$ cat src/rtl/fts_pkg.sv
`timescale 1ns/1ps
package fts_pkg;
   typedef enum logic [1:0] {
      SQ_IDLE = 2'd0,
      SQ_SEND = 2'd1,
      SQ_STOP = 2'd2,
      SQ_WAIT = 2'd3
   } sq_state_e;
endpackage

$ cat src/rtl/fts_hold.sv
`timescale 1ns/1ps
module fts_hold #(
   parameter int DATA_W = 8
) (
   input  logic              clk,
   input  logic              rst,
   input  logic              flush,
   input  logic              wr_en,
   input  logic [DATA_W-1:0] wr_data,
   input  logic              take,
   output logic              hold_v,
   output logic [DATA_W-1:0] hold_d
);
   // take with an empty stage means the write bypassed straight to the shifter
   always_ff @(posedge clk) begin
      if (rst || flush) begin
         hold_v <= 1'b0;
         hold_d <= '0;
      end else if (take && hold_v) begin
         hold_v <= wr_en;
         if (wr_en) hold_d <= wr_data;
      end else if (wr_en && !take) begin
         hold_v <= 1'b1;
         hold_d <= wr_data;
      end
   end
endmodule

$ cat src/rtl/fts_shift.sv
`timescale 1ns/1ps
module fts_shift #(
   parameter int DATA_W    = 8,
   parameter bit MSB_FIRST = 1'b1
) (
   input  logic              clk,
   input  logic              rst,
   input  logic              abort,
   input  logic              load,
   input  logic [DATA_W-1:0] load_data,
   input  logic              step,
   output logic              half_lvl,
   output logic              last_half,
   output logic              tsr_v
);
   localparam int IDX_W = (DATA_W > 2) ? $clog2(DATA_W) : 1;
   localparam logic [IDX_W-1:0] TOP_IDX = IDX_W'(DATA_W - 1);

   logic [DATA_W-1:0] tsr;
   logic [IDX_W-1:0]  idx;
   logic              ph;
   logic              cur_bit;

   generate
      if (MSB_FIRST) begin : g_msb
         assign cur_bit = tsr[TOP_IDX - idx];
      end else begin : g_lsb
         assign cur_bit = tsr[idx];
      end
   endgenerate

   assign half_lvl  = ph ? cur_bit : ~cur_bit;
   assign last_half = ph && (idx == TOP_IDX);

   always_ff @(posedge clk) begin
      if (rst || abort) begin
         tsr   <= '0;
         idx   <= '0;
         ph    <= 1'b0;
         tsr_v <= 1'b0;
      end else if (load) begin
         tsr   <= load_data;
         idx   <= '0;
         ph    <= 1'b0;
         tsr_v <= 1'b1;
      end else if (step) begin
         if (last_half) begin
            tsr_v <= 1'b0;
         end else begin
            ph <= ~ph;
            if (ph) idx <= idx + 1'b1;
         end
      end
   end

   AST_STEP_NEEDS_BYTE: assert property (@(posedge clk) disable iff (rst)
      step |-> tsr_v);
endmodule

$ cat src/rtl/fts_seq.sv
`timescale 1ns/1ps
module fts_seq
   import fts_pkg::*;
#(
   parameter int WAIT_W = 16,
   parameter int STOP_W = 2
) (
   input  logic              clk,
   input  logic              rst,
   input  logic              half_tick,
   input  logic [STOP_W-1:0] stop_sel,
   input  logic [WAIT_W-1:0] gap_len,
   input  logic              flush,
   input  logic              rx_busy,
   input  logic              rx_done,
   input  logic              wr_en,
   input  logic              hold_v,
   input  logic              tsr_v,
   input  logic              half_lvl,
   input  logic              last_half,
   output sq_state_e         state,
   output logic              load,
   output logic              step,
   output logic              frame_end,
   output logic              tx_line
);
   localparam int CNT_W = (WAIT_W > STOP_W + 2) ? WAIT_W : STOP_W + 2;

   logic [CNT_W-1:0] cnt;
   logic [CNT_W-1:0] stop_len;
   logic [CNT_W-1:0] gap_ext;
   logic             gap_nz;
   logic             have_data;
   logic             can_start;

   assign stop_len  = CNT_W'((32'(stop_sel) + 32'd1) * 32'd2);
   assign gap_ext   = CNT_W'(gap_len);
   assign gap_nz    = (gap_len != '0);
   assign have_data = hold_v || wr_en;
   assign can_start = (state == SQ_IDLE) && !rx_busy && !rx_done;
   assign step      = (state == SQ_SEND) && half_tick && !flush;
   assign load      = !flush && have_data && (can_start || (step && last_half));
   assign frame_end = step && last_half && !have_data;

   always_ff @(posedge clk) begin
      if (rst) begin
         state   <= SQ_IDLE;
         cnt     <= '0;
         tx_line <= 1'b1;
      end else if (flush && state == SQ_SEND) begin
         state   <= SQ_IDLE;
         tx_line <= 1'b1;
      end else begin
         unique case (state)
            SQ_IDLE: begin
               if (rx_done) begin
                  state <= gap_nz ? SQ_WAIT : SQ_IDLE;
                  cnt   <= gap_ext;
               end else if (load) begin
                  state <= SQ_SEND;
               end
            end
            SQ_SEND: begin
               if (half_tick) begin
                  tx_line <= half_lvl;
                  if (last_half && !load) begin
                     state <= SQ_STOP;
                     cnt   <= stop_len;
                  end
               end
            end
            SQ_STOP: begin
               if (rx_done) begin
                  tx_line <= 1'b1;
                  state   <= gap_nz ? SQ_WAIT : SQ_IDLE;
                  cnt     <= gap_ext;
               end else if (half_tick) begin
                  tx_line <= 1'b1;
                  if (cnt == CNT_W'(1)) begin
                     state <= gap_nz ? SQ_WAIT : SQ_IDLE;
                     cnt   <= gap_ext;
                  end else begin
                     cnt <= cnt - 1'b1;
                  end
               end
            end
            SQ_WAIT: begin
               if (rx_done) begin
                  state <= gap_nz ? SQ_WAIT : SQ_IDLE;
                  cnt   <= gap_ext;
               end else if (half_tick) begin
                  if (cnt == CNT_W'(1)) state <= SQ_IDLE;
                  else                  cnt   <= cnt - 1'b1;
               end
            end
            default: state <= SQ_IDLE;
         endcase
      end
   end

   AST_SEND_OWNS_BYTE: assert property (@(posedge clk) disable iff (rst)
      (state == SQ_SEND) |-> tsr_v);
   AST_LINE_ONLY_ON_TICK: assert property (@(posedge clk) disable iff (rst)
      (!half_tick && !flush && !rx_done) |=> $stable(tx_line));
   AST_WAIT_IDLE_HIGH: assert property (@(posedge clk) disable iff (rst)
      (state == SQ_WAIT) |-> tx_line);
   AST_GAP_NO_START: assert property (@(posedge clk) disable iff (rst)
      (state == SQ_STOP || state == SQ_WAIT) |=> (state != SQ_SEND));
endmodule

$ cat src/rtl/fts_flags.sv
`timescale 1ns/1ps
module fts_flags #(
   parameter int NFLAG = 3
) (
   input  logic             clk,
   input  logic             rst,
   input  logic [NFLAG-1:0] set_i,
   input  logic [NFLAG-1:0] clr_i,
   output logic [NFLAG-1:0] flag_o
);
   generate
      for (genvar i = 0; i < NFLAG; i++) begin : g_flag
         always_ff @(posedge clk) begin
            if (rst)           flag_o[i] <= 1'b0;
            else if (set_i[i]) flag_o[i] <= 1'b1;
            else if (clr_i[i]) flag_o[i] <= 1'b0;
         end

         AST_FLAG_STICKY: assert property (@(posedge clk) disable iff (rst)
            (flag_o[i] && !clr_i[i]) |=> flag_o[i]);
      end
   endgenerate
endmodule

$ cat src/rtl/fwd_frame_tx.sv
`timescale 1ns/1ps
module fwd_frame_tx
   import fts_pkg::*;
#(
   parameter int DATA_W    = 8,
   parameter int WAIT_W    = 16,
   parameter int STOP_W    = 2,
   parameter bit MSB_FIRST = 1'b1
) (
   input  logic              clk,
   input  logic              rst,
   input  logic              half_tick,
   input  logic [STOP_W-1:0] stop_sel,
   input  logic [WAIT_W-1:0] gap_len,
   input  logic              wr_en,
   input  logic [DATA_W-1:0] wr_byte,
   input  logic              flush,
   input  logic              rx_busy,
   input  logic              rx_done,
   input  logic              rx_bit_err,
   input  logic              clr_rdy,
   input  logic              clr_end,
   input  logic              clr_coll,
   output logic              tx_line,
   output logic              rdy_flag,
   output logic              end_flag,
   output logic              coll_flag,
   output logic              buf_empty
);
   localparam int NFLAG = 3;

   generate
      if (DATA_W < 2) begin : g_bad_data
         $error("DATA_W must be at least 2");
      end
      if (WAIT_W < 1 || STOP_W < 1) begin : g_bad_cnt
         $error("WAIT_W and STOP_W must be at least 1");
      end
   endgenerate

   sq_state_e         state;
   logic              load, step, frame_end;
   logic              hold_v, tsr_v, half_lvl, last_half;
   logic [DATA_W-1:0] hold_d, load_data;
   logic [NFLAG-1:0]  fl_set, fl_clr, fl_q;

   assign load_data = hold_v ? hold_d : wr_byte;

   fts_hold #(.DATA_W(DATA_W)) u_hold (
      .clk(clk), .rst(rst), .flush(flush), .wr_en(wr_en), .wr_data(wr_byte),
      .take(load), .hold_v(hold_v), .hold_d(hold_d)
   );

   fts_shift #(.DATA_W(DATA_W), .MSB_FIRST(MSB_FIRST)) u_shift (
      .clk(clk), .rst(rst), .abort(flush), .load(load), .load_data(load_data),
      .step(step), .half_lvl(half_lvl), .last_half(last_half), .tsr_v(tsr_v)
   );

   fts_seq #(.WAIT_W(WAIT_W), .STOP_W(STOP_W)) u_seq (
      .clk(clk), .rst(rst), .half_tick(half_tick), .stop_sel(stop_sel),
      .gap_len(gap_len), .flush(flush), .rx_busy(rx_busy), .rx_done(rx_done),
      .wr_en(wr_en), .hold_v(hold_v), .tsr_v(tsr_v), .half_lvl(half_lvl),
      .last_half(last_half), .state(state), .load(load), .step(step),
      .frame_end(frame_end), .tx_line(tx_line)
   );

   assign fl_set = {rx_bit_err || (rx_busy && state == SQ_SEND), frame_end, load};
   assign fl_clr = {clr_coll, clr_end, clr_rdy};

   fts_flags #(.NFLAG(NFLAG)) u_flags (
      .clk(clk), .rst(rst), .set_i(fl_set), .clr_i(fl_clr), .flag_o(fl_q)
   );

   assign rdy_flag  = fl_q[0];
   assign end_flag  = fl_q[1];
   assign coll_flag = fl_q[2];
   assign buf_empty = !hold_v && !tsr_v;

   AST_FLUSH_CLEARS: assert property (@(posedge clk) disable iff (rst)
      flush |=> (buf_empty && tx_line));
   AST_ERR_SETS_COLL: assert property (@(posedge clk) disable iff (rst)
      rx_bit_err |=> coll_flag);
endmodule

$ cat config.mk
export PLATFORM = sky130hd
export DESIGN_NAME = fwd_frame_tx
export DESIGN_NICKNAME = d
export VERILOG_FILES = /design/src/rtl/fts_pkg.sv /design/src/rtl/fts_hold.sv /design/src/rtl/fts_shift.sv /design/src/rtl/fts_seq.sv /design/src/rtl/fts_flags.sv /design/src/rtl/fwd_frame_tx.sv
export SDC_FILE = /design/constraint.sdc
export NUM_CORES = 1
export LEC_CHECK = 0
export BUFFER_PORTS_ARGS = -buffer_cell sky130_fd_sc_hd__clkbuf_2
export CORE_MARGIN = 2
export CORE_UTILIZATION = 48
export DETAILED_ROUTE_END_ITERATION = 16
export PLACE_DENSITY = 0.79
export SLEW_MARGIN = 20
export SYNTH_ARGS = -nofsm -noshare
export SYNTH_HDL_FRONTEND = slang
export SYNTH_HIERARCHICAL = 1
export SYNTH_SLANG_ARGS = --single-unit
$ cat constraint.sdc
create_clock -name clk -period 4.2 [get_ports clk]
set_input_delay 0.21 -clock clk [delete_from_list [all_inputs] [get_ports clk]]
set_output_delay 0.21 -clock clk [all_outputs]
set_load 0.01 [all_outputs]
Word-level counts from Yosys, hierarchy flattened

Index checks and enable logic that the tools add are counted.

Bits in registers: 44
Bits in latches: 0
RAM bits: 0
Bits in read-only memories: 0
Bits of input ports: 37
Output and inout bits: 5
Logic and storage cells: 124
Memories kept: 0

Add/subtract/negate cells: 4
$mul: 0
Div/mod/pow operators: 0
Order comparisons: 1
Equality and inequality tests: 15
Shifts and indexed selects: 0
Mux-type cells: 44
Bitwise operators: 4
Reduce and logical (&&, ||, !) cells: 44

Operator list:

| cell                    | number |
|---|---|
| $mux W16                | 9 |
| $pmux W16 S4            | 1 |
| $mux W8                 | 4 |
| $mux W2                 | 11 |
| $eq A16 B1 Y1 const B   | 1 |
| $mux W1                 | 16 |
| $reduce_bool A16 Y1     | 1 |
| $sub A16 B1 Y16 const B | 1 |
| $logic_and A1 B1 Y1     | 15 |
| $reduce_and A7 Y1       | 2 |
| $reduce_bool A2 Y1      | 7 |
| $ne A3 B3 Y1 const B    | 4 |
| $pmux W2 S4             | 1 |
| $logic_not A1 Y1        | 7 |
| $ne A2 B2 Y1 const B    | 3 |
| $ne A3 B2 Y1 const B    | 2 |
| $reduce_and A2 Y1       | 3 |
| $reduce_and A3 Y1       | 2 |
| $eq A2 B2 Y1 const B    | 2 |
| $logic_or A1 B1 Y1      | 4 |
| $lt A3 B4 Y1 const B    | 1 |
| $not A1 Y1              | 4 |
| $reduce_or A2 Y1        | 2 |
| $add A2 B1 Y3 const B   | 1 |
| 8 further kinds         | 8 |

Depth between registers and ports, before layout

Gate-level depths: netlist of run 1.

Depth after elaboration: 11
Mapped depth: 9
Depth with buffers taken out: 8

By module

The synthesis of run 1 kept the hierarchy.

By module, submodules not included:

| module       | instances | cells each | area each (um^2) |
|---|---|---|---|
| fts_seq      | 1         | 189        | 1539.0 |
| fts_shift    | 1         | 55         | 575.6 |
| fts_hold     | 1         | 39         | 374.1 |
| fwd_frame_tx | 1         | 12         | 146.4 |
| fts_flags    | 1         | 12         | 105.1 |

Worst setup path after synthesis of run 1

Ideal clock, no wire load.

Path type: reg2reg
Start: register u_shift.idx[1]
End: register u_seq.cnt[10]
Setup time: 0.117 ns
Arrival: 1.899 ns
Data required time: 4.083 ns
Slack: 2.184 ns
Cell stages (with the launch flop): 9
Buffers on the path: 0
Cells stage by stage: dfxtp_1 > ha_1 > ha_1 > and2_1 > nand2_1 > or4_4 > a32oi_4 > o21ai_0 > a32o_1

Longest elaborated chain between the ends: 9

Ends and longest elaborated chain:

| what                                   | line               | RTL |
|---|---|---|
| start, declared                        | fts_shift.sv:20    | `logic [IDX_W-1:0] idx;` |
| start signal, assigned                 | fts_shift.sv:51    | `if (ph) idx <= idx + 1'b1;` |
| $eq A3 B3 Y1 (*)                       | fts_shift.sv:33    | `assign last_half = ph && (idx == TOP_IDX);` |
| $logic_and A1 B1 Y1 (*)                | fts_shift.sv:33    |  |
| net last_half                          | fwd_frame_tx.sv:43 | `logic hold_v, tsr_v, half_lvl, last_half;` |
| $logic_and A1 B1 Y1                    | fts_seq.sv:42      | `assign load = !flush && have_data && (can_start \|\| (step && last_half));` |
| $logic_or A1 B1 Y1                     | fts_seq.sv:42      |  |
| $logic_and A1 B1 Y1                    | fts_seq.sv:42      |  |
| $logic_not A1 Y1                       | fts_seq.sv:66      | `if (last_half && !load) begin` |
| $logic_and A1 B1 Y1 (*)                | fts_seq.sv:66      |  |
| $ne A2 B1 Y1 (no source line) (*)      | -                  |  |
| $reduce_and A7 Y1 (no source line) (*) | -                  |  |
| end signal, assigned                   | fts_seq.sv:68      | `cnt <= stop_len;` |
| end signal, assigned                   | fts_seq.sv:76      | `cnt <= gap_ext;` |
| end signal, assigned                   | fts_seq.sv:81      | `cnt <= gap_ext;` |
| end, declared                          | fts_seq.sv:29      | `logic [CNT_W-1:0] cnt;` |

The timed path passes the listed nets; every way through them passes the cells marked *.
A chain may end at the register's enable or synchronous reset.

Final worst setup path of run 1

Start: register u_shift.idx[0]
End: register u_hold.hold_d[4]

Longest elaborated chain between the ends: 9
Elaborated cells between the ends (all ways): 12
Those cells by class: eq/ne: 2; mux: 1; reduce/logical: 9

Ends and longest elaborated chain:

| what                                | line               | RTL |
|---|---|---|
| $eq A3 B3 Y1 (*)                    | fts_shift.sv:33    |  |
| $logic_and A1 B1 Y1 (*)             | fts_shift.sv:33    |  |
| net last_half                       | fwd_frame_tx.sv:43 |  |
| $logic_and A1 B1 Y1 (*)             | fts_seq.sv:42      |  |
| $logic_or A1 B1 Y1 (*)              | fts_seq.sv:42      |  |
| $logic_and A1 B1 Y1 (*)             | fts_seq.sv:42      |  |
| net fl_set[0]                       | fwd_frame_tx.sv:45 | `logic [NFLAG-1:0] fl_set, fl_clr, fl_q;` |
| $logic_not A1 Y1                    | fts_hold.sv:22     | `end else if (wr_en && !take) begin` |
| $logic_and A1 B1 Y1                 | fts_hold.sv:22     |  |
| $reduce_bool A2 Y1 (no source line) | -                  |  |
| $reduce_and A2 Y1 (no source line)  | -                  |  |
| end signal, assigned                | fts_hold.sv:21     | `if (wr_en) hold_d <= wr_data;` |
| end signal, assigned                | fts_hold.sv:24     | `hold_d <= wr_data;` |
| end, declared                       | fts_hold.sv:12     | `output logic [DATA_W-1:0] hold_d` |

Marks and branches as above.

==> impl_metrics.prom, run 1 <==
# TYPE chip_impl_metric gauge
chip_impl_metric{name="synth_warnings",unit=""} 6
chip_impl_metric{name="die_width",unit="um"} 79.6
chip_impl_metric{name="finalSetupTns",unit="ns"} 0
chip_impl_metric{name="period_share",unit="%"} 63.0
chip_impl_metric{name="fin_crit",unit="ns"} 2.65
chip_impl_metric{name="final_area",unit="sq mm"} 0.00305
chip_impl_metric{name="grt_pass1_vias",unit=""} 2273
chip_impl_metric{name="max_slew_margin",unit="%"} 47.8
chip_impl_metric{name="place.gp.congestion",unit=""} 0.915
chip_impl_metric{name="worstHoldPathCells",unit=""} 3
chip_impl_metric{name="worstMarginPinSlew",unit="ns"} 0.782
chip_impl_metric{name="critPathArrivalTime",unit="ns"} 2.87
chip_impl_metric{name="number_of_register_bits_inferred_by_synthesis",unit=""} 44
chip_impl_metric{name="synth_async_sr_flop_share",unit="%"} 0
chip_impl_metric{name="post_syn_nets",unit=""} 349
chip_impl_metric{name="grt_first_pass_wirelength",unit="mm"} 10.5
chip_impl_info{name="rr_startpoint",value="u_shift/idx[0]"} 1
chip_impl_metric{name="worst_ep_required_time",unit="ns"} 4.42
chip_impl_info{name="timing.hold.worst_endpoint",value="u_hold/hold_d[6]"} 1
chip_impl_metric{name="total_of_fill_cells_in_the_finished_design",unit=""} 502
chip_impl_metric{name="core_region_area",unit="sq mm"} 0.00551
chip_impl_metric{name="postPlaceCellArea",unit="sq mm"} 0.00293
chip_impl_metric{name="netSwitchingFraction",unit="%"} 41.3
chip_impl_metric{name="timing.final.hold_violations",unit=""} 0
chip_impl_metric{name="detail_routed_via_count_per_cell",unit=""} 6.13
chip_impl_metric{name="synth_area",unit="sq mm"} 0.00274
chip_impl_metric{name="total_of_hold_buffers_inserted_after_clock_tree_synthesis",unit=""} 0
chip_impl_info{name="grt_setup_unrepaired",value="no"} 1
chip_impl_metric{name="htree_levels",unit=""} 2
chip_impl_info{name="cts_tree",value="done"} 1
chip_impl_metric{name="dp.final_hpwl",unit="mm"} 4.81
chip_impl_metric{name="synth_cell_types",unit=""} 63
chip_impl_info{name="critical_path.reg2reg.endpoint",value="u_hold/hold_d[4]"} 1
chip_impl_metric{name="synth.yosys.seq_area_share",unit="%"} 32.1
chip_impl_metric{name="clock_skew",unit="ns"} 0.00841
chip_impl_metric{name="sequentialPowerShare",unit="%"} 36.4
chip_impl_metric{name="power.ir.vdd_worst",unit="mV"} 0.304
chip_impl_metric{name="slew_violations",unit=""} 0
chip_impl_info{name="netlist.top_cell.by_area",value="sky130_fd_sc_hd__dfxtp_1"} 1
chip_impl_metric{name="clkTransAtPathRegs",unit="ns"} 0.09
chip_impl_metric{name="final_antenna_net_count",unit=""} 0
chip_impl_metric{name="power.density",unit="mW/mm^2"} 520
chip_impl_info{name="ys_dominant_reg_cell",value="sky130_fd_sc_hd__dfxtp_1"} 1
chip_impl_info{name="worst_setup_path_end_kind",value="register"} 1
chip_impl_info{name="critPathLaunchType",value="register"} 1
chip_impl_metric{name="initial_utilization",unit="%"} 49.8
chip_impl_metric{name="postSynthAreaPerCell",unit="sq um"} 8.93
chip_impl_metric{name="buffer_ports.inserted",unit=""} 41
chip_impl_metric{name="groute.usage.overall",unit="%"} 21.0
chip_impl_metric{name="power.combinational.fraction",unit="%"} 42.3
chip_impl_metric{name="dieArea",unit="sq mm"} 0.00633
chip_impl_metric{name="grt_start_max_net_pins",unit=""} 18
chip_impl_metric{name="wire_per_inst",unit="um"} 16.3
chip_impl_metric{name="io_pins",unit=""} 42
chip_impl_metric{name="clock_sinks",unit=""} 44
chip_impl_metric{name="area_growth_from_synthesis_to_layout",unit="%"} 11.1
chip_impl_metric{name="insertedDiodeCount",unit=""} 0
chip_impl_metric{name="cts_setup_buffers",unit=""} 0
chip_impl_metric{name="drt-total-wl",unit="mm"} 6.76
chip_impl_metric{name="cts.path.max_buffers",unit=""} 2
chip_impl_metric{name="numCtsBuffers",unit=""} 5
chip_impl_metric{name="post_cts.resized_instances",unit=""} 0
chip_impl_info{name="yosys-top-cells-area",value="sky130_fd_sc_hd__dfxtp_1 32%, sky130_fd_sc_hd__mux2i_1 9.1%, sky130_fd_sc_hd__nor2_1 4.5%"} 1
chip_impl_metric{name="drc",unit=""} 0
chip_impl_info{name="outcome",value="finished clean"} 1
chip_impl_metric{name="drt_first_pass_iters",unit=""} 5
chip_impl_metric{name="insertion_delay",unit="ns"} 0.30
chip_impl_info{name="critPathKind",value="reg -> reg"} 1
chip_impl_metric{name="first_iter_violations",unit=""} 247
chip_impl_metric{name="standard_cell_row_count",unit=""} 27
chip_impl_metric{name="grt_antenna_before_repair",unit=""} 0
chip_impl_metric{name="layout-drive-gt1-share",unit="%"} 21.9
chip_impl_info{name="min-delay-path-class",value="in -> reg"} 1
chip_impl_metric{name="timing.reg2reg.setup_slack",unit="ns"} 1.55
chip_impl_metric{name="synth_largest_type_area_fraction",unit="%"} 32.1
chip_impl_metric{name="netSwitchingPower",unit="mW"} 0.654
chip_impl_metric{name="power_frac_clock",unit="%"} 21.3
chip_impl_metric{name="postSynthCellCount",unit=""} 307
chip_impl_info{name="hold_start",value="wr_byte[6]"} 1
chip_impl_metric{name="max_freq",unit="MHz"} 378
chip_impl_metric{name="cell_internal_pwr",unit="mW"} 0.928
chip_impl_info{name="clock_tree.root_cell",value="sky130_fd_sc_hd__clkbuf_8"} 1
chip_impl_metric{name="rr_worst_depth",unit=""} 9
chip_impl_metric{name="synth_enable_flop_cells",unit=""} 0
chip_impl_metric{name="finalNetCount",unit=""} 383
chip_impl_metric{name="maxCapViolations",unit=""} 0
chip_impl_metric{name="p_leak",unit="nW"} 1.20
chip_impl_metric{name="via_count",unit=""} 2539
chip_impl_metric{name="die_h",unit="um"} 79.6
chip_impl_metric{name="final-seq-area",unit="sq um"} 881
chip_impl_metric{name="cp_max_fo",unit=""} 12
chip_impl_metric{name="report.final.setup_viol",unit=""} 0
chip_impl_metric{name="globalRouteOverflowTotal",unit=""} 0
chip_impl_metric{name="multi_input_comb_area",unit="sq mm"} 0.00170
-- cell usage in the layout, fill, tap and decap left out, types with 2 or more instances in the layout --
cell type                   synthesis  routed
sky130_fd_sc_hd__a21oi_1           11      11
sky130_fd_sc_hd__a22oi_1            2       2
sky130_fd_sc_hd__a2bb2oi_1          2       2
sky130_fd_sc_hd__a31oi_1            3       3
sky130_fd_sc_hd__a32o_1            11      11
sky130_fd_sc_hd__a32oi_1            4       4
sky130_fd_sc_hd__and2_1             2       2
sky130_fd_sc_hd__and3_1             3       3
sky130_fd_sc_hd__clkbuf_2           0      41
sky130_fd_sc_hd__clkbuf_8           0       5
sky130_fd_sc_hd__dfxtp_1           44      44
sky130_fd_sc_hd__ha_1               5       5
sky130_fd_sc_hd__inv_1             12      12
sky130_fd_sc_hd__mux2_4             8       8
sky130_fd_sc_hd__mux2i_1           25      25
sky130_fd_sc_hd__nand2_1           31      31
sky130_fd_sc_hd__nand2b_1           7       7
sky130_fd_sc_hd__nand3_1            6       6
sky130_fd_sc_hd__nor2_1            33      33
sky130_fd_sc_hd__nor2b_1            7       7
sky130_fd_sc_hd__nor3_1             6       6
sky130_fd_sc_hd__nor4_1             6       6
sky130_fd_sc_hd__o21ai_0           18      18
sky130_fd_sc_hd__o2bb2ai_1          6       6
sky130_fd_sc_hd__o32ai_1            3       3
sky130_fd_sc_hd__xor2_1             2       2
-- critical path, cell delays in order (launching register included) --
cell                        delay (ns)
sky130_fd_sc_hd__dfxtp_1          0.53
sky130_fd_sc_hd__ha_1             0.22
sky130_fd_sc_hd__ha_1             0.17
sky130_fd_sc_hd__and2_1           0.18
sky130_fd_sc_hd__nand3_1          0.13
sky130_fd_sc_hd__a2111oi_4        0.34
sky130_fd_sc_hd__buf_4            0.28
sky130_fd_sc_hd__inv_1            0.11
sky130_fd_sc_hd__o21ai_4          0.35
sky130_fd_sc_hd__mux2i_1          0.27
-- cells in the mapped netlist, types with 2 or more instances --
cell type,number
sky130_fd_sc_hd__nand2b_1,7
sky130_fd_sc_hd__and3_1,3
sky130_fd_sc_hd__xor2_1,2
sky130_fd_sc_hd__a32oi_1,4
sky130_fd_sc_hd__buf_6,6
sky130_fd_sc_hd__mux2i_1,25
sky130_fd_sc_hd__a31oi_1,3
sky130_fd_sc_hd__nand2_1,31
sky130_fd_sc_hd__nor2_1,33
sky130_fd_sc_hd__o2bb2ai_1,6
sky130_fd_sc_hd__ha_1,5
sky130_fd_sc_hd__nor2b_1,7
sky130_fd_sc_hd__buf_4,2
sky130_fd_sc_hd__a22oi_1,2
sky130_fd_sc_hd__and2_1,2
sky130_fd_sc_hd__clkbuf_1,4
sky130_fd_sc_hd__dfxtp_1,44
sky130_fd_sc_hd__mux2_4,8
sky130_fd_sc_hd__a32o_1,11
sky130_fd_sc_hd__o32ai_1,3
sky130_fd_sc_hd__o21ai_0,18
sky130_fd_sc_hd__nand3_1,6
sky130_fd_sc_hd__buf_2,3
sky130_fd_sc_hd__a2bb2oi_1,2
sky130_fd_sc_hd__nor3_1,6
sky130_fd_sc_hd__nor4_1,6
sky130_fd_sc_hd__inv_1,12
sky130_fd_sc_hd__a21oi_1,11
-- power groups by stage --
stage / Sequential, mW / Combinational (mW) / Clock (mW)
CTS: 0.573 / 0.657 / 0.344
global route: 0.585 / 0.735 / 0.357
global placement: 0.580 / 0.638 / 0
finish: 0.577 / 0.670 / 0.337
floorplan: 0.538 / 0.565 / 0
detailed placement: 0.582 / 0.652 / 0
-- per-stage QoR --
stage	total power [mW]	utilization, %	worst slack [ns]	hold slack (ns)	std cells
3_3_place_gp	1.22	53.2	1.74	0.443	406
4_1_cts	1.57	55.3	1.55	0.132	414
2_1_floorplan	1.10	-	2.18	0.279	307
5_1_grt	1.68	55.3	1.42	0.133	414
3_5_place_dp	1.23	53.2	1.56	0.454	406
6_report	1.58	55.3	1.55	0.140	414
-- cells by family after synthesis --
kind of cell	Yosys count	share of synthesized area, %
AND/OR/NAND/NOR	120	23.3
AO/OA/AOI/OAI	74	21.4
flip-flops	44	32.1
multiplexers	34	14.3
buffers and inverters	28	5.89
adder cells (fa/ha/maj)	5	2.28
XOR/XNOR	2	0.639
-- how the worst max path moves through the flow --
stage | start | to | depth (start not counted)
final | u_shift/idx[0] | u_hold/hold_d[4] | 9
after global placement | u_shift/idx[0] | u_seq/cnt[9] | 8
after global routing | u_shift/idx[0] | u_seq/cnt[8] | 8
after detailed placement | u_shift/idx[0] | u_hold/hold_d[4] | 9
after floorplan | u_shift/idx[1] | u_seq/cnt[10] | 8
after CTS | u_shift/idx[0] | u_hold/hold_d[4] | 9
-- flip-flops by register name, summed over array words and instances, names as in the netlist, 2 cells and up --
signal / count
u_flags/flag_o: 3
u_hold/hold_d: 8
u_seq/cnt: 16
u_seq/state: 2
u_shift/idx: 3
u_shift/tsr: 8
-- routing by layer --
metal  share of wire (%)  GRT usage (%)  routed length, um  up-vias
li1                    -              -                  -     1204
met1                  45           27.5               3050     1211
met2                  47           34.6               3190      116
met3                 6.8           4.07                458        8
met4                0.98           6.38                 66        0
met5                   0              0                  0        -
-- final cells by class --
cell class	count	share of cell area, %
clock inverter	3	1.52
timing repair buffer	42	6.98
inverter	13	1.60
tap	72	2.96
multi-input combinational	235	55.8
clock buffer	5	2.26
sequential	44	28.9
Note: power is estimated with default switching activity, not from simulation.
==> inputs of run 2 (changes only) <==
PLACE_DENSITY = 0.82   (was 0.79)
clock period = 2.31 ns   (was 4.2 ns; I/O delays follow)
==> run 2 against run 1 <==
Maximum frequency is 21% higher. Total power grew 89%. Final cell count is 2.7% higher. Register-to-register slack worse by 1.4 ns. Non-clock buffer count up 11. Sequential share of layout area shrank 0.92 points. Cell area rose by 3.3%. Clock power is 81% higher. Worst hold slack got worse by 0.097 ns. Largest cell class unchanged.
==> impl_metrics.prom, run 2 (synthesized netlist as in run 1, its figures left out) <==
# TYPE chip_impl_metric gauge
chip_impl_metric{name="cp_max_fo",unit=""} 13
chip_impl_info{name="critPathKind",value="reg -> reg"} 1
chip_impl_metric{name="finalNetCount",unit=""} 394
chip_impl_metric{name="wire_per_inst",unit="um"} 15.5
chip_impl_metric{name="buffer_ports.inserted",unit=""} 41
chip_impl_metric{name="grt_pass1_vias",unit=""} 2321
chip_impl_info{name="worst_setup_path_end_kind",value="register"} 1
chip_impl_metric{name="total_power",unit="mW"} 2.99
chip_impl_metric{name="p_leak",unit="nW"} 1.26
chip_impl_metric{name="clkTransAtPathRegs",unit="ns"} 0.09
chip_impl_info{name="leading_cell_type_in_the_layout_fill_and_taps_excluded",value="sky130_fd_sc_hd__dfxtp_1"} 1
chip_impl_info{name="top_library_cells_by_usage_in_the_layout_fill_and_taps_aside",value="44 x sky130_fd_sc_hd__dfxtp_1, 41 x sky130_fd_sc_hd__clkbuf_2, 33 x sky130_fd_sc_hd__nor2_1"} 1
chip_impl_metric{name="met3_wirelength_from_detailed_routing",unit="um"} 370
chip_impl_metric{name="place.gp.congestion",unit=""} 0.891
chip_impl_metric{name="numCtsBuffers",unit=""} 5
chip_impl_metric{name="timing.final.hold_violations",unit=""} 0
chip_impl_metric{name="globalRouteOverflowTotal",unit=""} 0
chip_impl_metric{name="slew_violations",unit=""} 0
chip_impl_info{name="rr_startpoint",value="u_shift/idx[0]"} 1
chip_impl_metric{name="report.final.setup_viol",unit=""} 0
chip_impl_metric{name="core_region_area",unit="sq mm"} 0.00551
chip_impl_info{name="min-delay-path-class",value="in -> reg"} 1
chip_impl_metric{name="die_width",unit="um"} 79.6
chip_impl_metric{name="die_h",unit="um"} 79.6
chip_impl_metric{name="grt_first_pass_wirelength",unit="mm"} 10.8
chip_impl_metric{name="htree_levels",unit=""} 2
chip_impl_metric{name="final_critical_path_setup_slack",unit="ns"} 0.126
chip_impl_metric{name="drc",unit=""} 0
chip_impl_metric{name="power.ir.vdd_worst",unit="mV"} 0.461
chip_impl_metric{name="maxCapViolations",unit=""} 0
chip_impl_metric{name="dp.final_hpwl",unit="mm"} 4.87
chip_impl_metric{name="detail_routed_via_count_per_cell",unit=""} 5.98
chip_impl_metric{name="max_freq",unit="MHz"} 458
chip_impl_metric{name="post-route-util",unit="%"} 57.1
chip_impl_metric{name="drt-total-wl",unit="mm"} 6.58
chip_impl_metric{name="io_pins",unit=""} 42
chip_impl_info{name="registers.top_by_ff_count",value="u_seq/cnt"} 1
chip_impl_metric{name="first_iter_violations",unit=""} 230
chip_impl_metric{name="clock_sinks",unit=""} 44
chip_impl_metric{name="area_growth_from_synthesis_to_layout",unit="%"} 14.8
chip_impl_info{name="hold_start",value="wr_byte[4]"} 1
chip_impl_metric{name="total_of_fill_cells_in_the_finished_design",unit=""} 496
chip_impl_info{name="critical_path.reg2reg.endpoint",value="u_seq/cnt[8]"} 1
chip_impl_metric{name="initial_utilization",unit="%"} 49.8
chip_impl_metric{name="power.density",unit="mW/mm^2"} 952
chip_impl_metric{name="drt_first_pass_iters",unit=""} 5
chip_impl_metric{name="fin_crit",unit="ns"} 2.18
chip_impl_metric{name="finalSetupTns",unit="ns"} 0
chip_impl_metric{name="worst_ep_required_time",unit="ns"} 2.50
chip_impl_metric{name="period_share",unit="%"} 94.6
chip_impl_info{name="timing.hold.worst_endpoint",value="u_hold/hold_d[4]"} 1
chip_impl_metric{name="cts.path.max_buffers",unit=""} 2
chip_impl_metric{name="insertion_delay",unit="ns"} 0.30
chip_impl_metric{name="standard_cell_row_count",unit=""} 27
chip_impl_metric{name="max_slew_margin",unit="%"} 50.3
chip_impl_metric{name="met2RoutedLength",unit="mm"} 3.19
chip_impl_info{name="clock_tree.root_cell",value="sky130_fd_sc_hd__clkbuf_8"} 1
chip_impl_metric{name="insertedDiodeCount",unit=""} 0
chip_impl_metric{name="dieArea",unit="sq mm"} 0.00633
chip_impl_metric{name="via_count",unit=""} 2541
chip_impl_info{name="largestRegisters",value="u_seq/cnt (16), u_hold/hold_d (8), u_shift/tsr (8)"} 1
chip_impl_metric{name="place_ws",unit="ns"} 0.106
chip_impl_metric{name="worstMarginPinSlew",unit="ns"} 0.746
chip_impl_metric{name="worstHoldPathCells",unit=""} 3
chip_impl_metric{name="met1Wirelength",unit="mm"} 2.92
chip_impl_metric{name="critPathArrivalTime",unit="ns"} 2.38
chip_impl_info{name="cts_tree",value="done"} 1
chip_impl_info{name="highest_layer",value="met4"} 1
chip_impl_metric{name="largest_register_ff_count",unit=""} 16
chip_impl_metric{name="timing.reg2reg.setup_slack",unit="ns"} 0.13
chip_impl_metric{name="grt_antenna_before_repair",unit=""} 0
chip_impl_metric{name="groute.usage.overall",unit="%"} 21.4
chip_impl_info{name="critPathLaunchType",value="register"} 1
chip_impl_metric{name="layout-drive-gt1-share",unit="%"} 24.9
chip_impl_metric{name="final_antenna_net_count",unit=""} 0
chip_impl_metric{name="grt_start_max_net_pins",unit=""} 18
chip_impl_metric{name="clock_skew",unit="ns"} 0.0105
chip_impl_info{name="outcome",value="finished clean"} 1
chip_impl_metric{name="rr_worst_depth",unit=""} 9
## run 2: worst max-delay path by stage
| stage | start | endpoint |
|---|---|---|
| 4_1_cts | u_shift/idx[0] | u_seq/cnt[8] |
| 3_3_place_gp | u_shift/idx[0] | u_seq/cnt[8] |
| 5_1_grt | u_shift/idx[1] | u_seq/cnt[10] |
| 2_1_floorplan | u_shift/idx[1] | u_seq/cnt[10] |
| 3_5_place_dp | u_shift/idx[1] | u_seq/cnt[8] |
| 6_report | u_shift/idx[0] | u_seq/cnt[8] |
## run 2: area by class of cell
cell class	instances	area, sq um	share of cell area, %
multi-input combinational	235	1700	54.1
sequential	44	881	28.0
clock buffer	5	68.8	2.19
tap	72	90.1	2.86
clock inverter	3	46.3	1.47
timing repair buffer	53	308	9.79
inverter	13	48.8	1.55
## run 2: per-layer routing
layer,vias up,GRT usage [%]
met2,103,36.1
met3,12,4.19
met4,0,7.59
met5,-,0
met1,1207,27.1
li1,1219,-
## run 2: what timing repair did
action	in CTS	in global routing
setup buffers	0	2
gates resized for setup	0	2
hold buffers	0	0
setup endpoints to repair	0	14
## run 2: worst max-delay path, cell delays in order, from the launching register on
cell and delay, ns:
sky130_fd_sc_hd__dfxtp_1 0.34, sky130_fd_sc_hd__ha_1 0.15, sky130_fd_sc_hd__ha_2 0.19, sky130_fd_sc_hd__and2_4 0.16, sky130_fd_sc_hd__nand2_1 0.05, sky130_fd_sc_hd__or4_4 0.44, sky130_fd_sc_hd__a32oi_4 0.21, sky130_fd_sc_hd__buf_12 0.16
sky130_fd_sc_hd__o21ai_0 0.09, sky130_fd_sc_hd__a32o_1 0.28
## run 2: where the power goes
part           leakage [nW]  internal [mW]  switching [mW]
Clock                0.0548          0.326           0.284
Combinational         0.843          0.584           0.788
Sequential            0.359          0.868           0.143
Total                  1.26           1.78            1.21
## run 2: through the flow
stage | hold WS, ns | instance area (sq um) | instances
3_3_place_gp | 0.355 | 3010 | 415
3_5_place_dp | 0.368 | 3010 | 415
2_1_floorplan | 0.185 | 2740 | 307
4_1_cts | 0.0420 | 3130 | 423
6_report | 0.0432 | 3150 | 425
5_1_grt | 0.0512 | 3150 | 425
==> inputs of run 3 (changes only) <==
CORE_MARGIN = unset   (was 2)
==> run 3 against run 2 <==
Register-to-register slack got worse by 0.04 ns. Flip-flop and latch count unchanged. Die area decreased by 5.0%. Via count increased by 1.7%. Utilization increased by 0.16 points. Highest routed layer unchanged.
==> impl_metrics.prom, run 3 (synthesized netlist as in run 1, its figures left out) <==
# TYPE chip_impl_metric gauge
chip_impl_metric{name="htree_levels",unit=""} 2
chip_impl_info{name="cpMaxStageDelayCell",value="sky130_fd_sc_hd__or4_4"} 1
chip_impl_metric{name="grt_pass1_vias",unit=""} 2392
chip_impl_metric{name="slowest_delay",unit="ns"} 0.46
chip_impl_info{name="top_library_cells_by_usage_in_the_layout_fill_and_taps_aside",value="42 x sky130_fd_sc_hd__dfxtp_1, 41 x sky130_fd_sc_hd__clkbuf_2, 32 x sky130_fd_sc_hd__nor2_1"} 1
chip_impl_info{name="critPathKind",value="reg -> reg"} 1
chip_impl_metric{name="grt_first_pass_wirelength",unit="mm"} 11.0
chip_impl_info{name="registers.top_by_ff_count",value="u_seq/cnt"} 1
chip_impl_metric{name="post_cts.resized_instances",unit=""} 0
chip_impl_info{name="critical_path.reg2reg.endpoint",value="u_seq/cnt[7]"} 1
chip_impl_metric{name="first_iter_violations",unit=""} 314
chip_impl_metric{name="worst_ep_required_time",unit="ns"} 2.54
chip_impl_metric{name="initial_utilization",unit="%"} 49.8
chip_impl_metric{name="total_of_hold_buffers_inserted_after_clock_tree_synthesis",unit=""} 0
chip_impl_metric{name="power.density",unit="mW/mm^2"} 963
chip_impl_metric{name="place.gp.congestion",unit=""} 0.919
chip_impl_info{name="worst_setup_path_end_kind",value="register"} 1
chip_impl_info{name="critPathLaunchType",value="register"} 1
chip_impl_metric{name="grt_start_max_net_pins",unit=""} 18
chip_impl_metric{name="max_slew_margin",unit="%"} 52.5
chip_impl_metric{name="period_share",unit="%"} 96.4
chip_impl_metric{name="groute.usage.overall",unit="%"} 22.5
chip_impl_metric{name="timing.reg2reg.setup_slack",unit="ns"} 0.08
chip_impl_metric{name="globalRouteOverflowTotal",unit=""} 0
chip_impl_metric{name="core_region_area",unit="sq mm"} 0.00551
chip_impl_metric{name="layout-drive-gt1-share",unit="%"} 25.8
chip_impl_metric{name="io_pins",unit=""} 42
chip_impl_metric{name="final_antenna_net_count",unit=""} 0
chip_impl_metric{name="critPathArrivalTime",unit="ns"} 2.46
chip_impl_metric{name="clock_sinks",unit=""} 44
chip_impl_metric{name="area_growth_from_synthesis_to_layout",unit="%"} 15.1
chip_impl_metric{name="die_width",unit="um"} 77.6
chip_impl_metric{name="total_of_fill_cells_in_the_finished_design",unit=""} 484
chip_impl_metric{name="drt-total-wl",unit="mm"} 6.88
chip_impl_metric{name="insertedDiodeCount",unit=""} 0
chip_impl_metric{name="dp_cells",unit=""} 416
chip_impl_info{name="timing.critical_path.cells",value="ha_1 > ha_1 > and2_4 > nand2_1 > or4_4 > a32oi_4 > buf_6 > nand2_4 > o2bb2ai_1"} 1
chip_impl_metric{name="post-route-util",unit="%"} 57.3
chip_impl_info{name="crit_top_cell",value="sky130_fd_sc_hd__ha_1"} 1
chip_impl_metric{name="wire_per_inst",unit="um"} 16.2
chip_impl_metric{name="finish.cell_count_without_fillers",unit=""} 425
chip_impl_metric{name="drc",unit=""} 0
chip_impl_metric{name="power.ir.vdd_worst",unit="mV"} 0.489
chip_impl_metric{name="clock_skew",unit="ns"} 0.00759
chip_impl_info{name="clock_tree.root_cell",value="sky130_fd_sc_hd__clkbuf_8"} 1
chip_impl_metric{name="grt_antenna_before_repair",unit=""} 0
chip_impl_info{name="cts_tree",value="done"} 1
chip_impl_metric{name="cts_setup_buffers",unit=""} 0
chip_impl_info{name="largestRegisters",value="u_seq/cnt (16), u_hold/hold_d (8), u_shift/tsr (8)"} 1
chip_impl_metric{name="worstHoldPathCells",unit=""} 3
chip_impl_metric{name="slew_violations",unit=""} 0
chip_impl_metric{name="finalNetCount",unit=""} 394
chip_impl_info{name="timing.hold.worst_endpoint",value="u_hold/hold_d[4]"} 1
chip_impl_info{name="hold_start",value="wr_byte[4]"} 1
chip_impl_metric{name="timing.final.hold_violations",unit=""} 0
chip_impl_metric{name="fin_crit",unit="ns"} 2.23
chip_impl_metric{name="cp_max_fo",unit=""} 8
chip_impl_metric{name="p_leak",unit="nW"} 1.26
chip_impl_info{name="cp-startpoint",value="u_shift/idx[1]"} 1
chip_impl_metric{name="insertion_delay",unit="ns"} 0.30
chip_impl_metric{name="detail_routed_via_count_per_cell",unit=""} 6.08
chip_impl_metric{name="dieArea",unit="sq mm"} 0.00601
chip_impl_metric{name="rr_worst_depth",unit=""} 9
chip_impl_metric{name="finalSetupTns",unit="ns"} 0
chip_impl_metric{name="numCtsBuffers",unit=""} 5
chip_impl_info{name="min-delay-path-class",value="in -> reg"} 1
chip_impl_metric{name="standard_cell_row_count",unit=""} 27
chip_impl_metric{name="final.hold.worst_slack",unit="ns"} 0.0484
chip_impl_metric{name="largest_register_ff_count",unit=""} 16
chip_impl_metric{name="cts.path.max_buffers",unit=""} 2
chip_impl_metric{name="die_h",unit="um"} 77.6
chip_impl_info{name="outcome",value="finished clean"} 1
chip_impl_metric{name="drt_first_pass_iters",unit=""} 5
chip_impl_metric{name="dp.final_hpwl",unit="mm"} 4.79
chip_impl_info{name="leading_cell_type_in_the_layout_fill_and_taps_excluded",value="sky130_fd_sc_hd__dfxtp_1"} 1
chip_impl_metric{name="maxCapViolations",unit=""} 0
chip_impl_metric{name="worstMarginPinSlew",unit="ns"} 0.706
chip_impl_metric{name="report.final.setup_viol",unit=""} 0
chip_impl_info{name="rr_startpoint",value="u_shift/idx[1]"} 1
chip_impl_metric{name="via_count",unit=""} 2584
chip_impl_metric{name="total_power",unit="mW"} 3.04
chip_impl_metric{name="max_freq",unit="MHz"} 449
chip_impl_metric{name="buffer_ports.inserted",unit=""} 41
chip_impl_metric{name="clkTransAtPathRegs",unit="ns"} 0.09
==> run 3: cell types whose count changed in the layout (fill, tap and decap cells not counted), moves of 2 or more <==
cell / before / now
sky130_fd_sc_hd__o21ai_1: 0 / 5
sky130_fd_sc_hd__o21ai_0: 18 / 13
sky130_fd_sc_hd__dfxtp_2: 0 / 2
sky130_fd_sc_hd__dfxtp_1: 44 / 42
==> run 3: final cells by class <==
cell class | instances | area (sq um) | share of cell area (%)
timing repair buffer | 52 | 292 | 9.24
clock buffer | 5 | 68.8 | 2.18
multi-input combinational | 236 | 1730 | 54.7
sequential | 44 | 883 | 28.0
clock inverter | 3 | 46.3 | 1.47
inverter | 13 | 48.8 | 1.55
tap | 72 | 90.1 | 2.86
==> run 3: how the worst max path moves through the flow <==
| stage | endpoint | slack, ns | cells past startpoint |
|---|---|---|---|
| 2_1_floorplan | u_seq/cnt[10] | 0.29 | 8 |
| 3_3_place_gp | u_seq/cnt[2] | 0.14 | 9 |
| 3_5_place_dp | u_seq/cnt[2] | 0.08 | 9 |
| 4_1_cts | u_seq/cnt[6] | 0.07 | 8 |
| 5_1_grt | u_seq/cnt[1] | -0.02 | 9 |
| 6_report | u_seq/cnt[7] | 0.08 | 9 |
==> run 3: through the flow <==
stage / instance area [sq um] / worst slack [ns]
2_1_floorplan: 2740 / 0.294
3_3_place_gp: 3010 / 0.139
3_5_place_dp: 3010 / 0.0838
5_1_grt: 3150 / -0.0156
6_report: 3150 / 0.0823
4_1_cts: 3120 / 0.0674
==> run 3: worst max-delay path, delay by kind of cell (launching register included) <==
kind,cells,cell delay (ns)
AND/OR/NAND/NOR,4,0.76
AO/OA/AOI/OAI,2,0.55
flip-flops,1,0.36
adder cells (fa/ha/maj),2,0.32
buffers and inverters,1,0.18
==> run 3: power breakdown <==
part	switching [mW]	leakage, nW	total, mW	internal, mW
logic	0.814	0.845	1.39	0.581
registers	0.156	0.360	1.02	0.868
clock network	0.292	0.0548	0.618	0.326
==> run 3: per-layer routing <==
metal / vias to the layer above / global-route usage (%) / wire length, um
li1: 1226 / - / -
met1: 1197 / 29.5 / 2920
met2: 141 / 36.7 / 3270
met3: 20 / 4.12 / 555
met4: 0 / 8.11 / 133
met5: - / 0 / 0
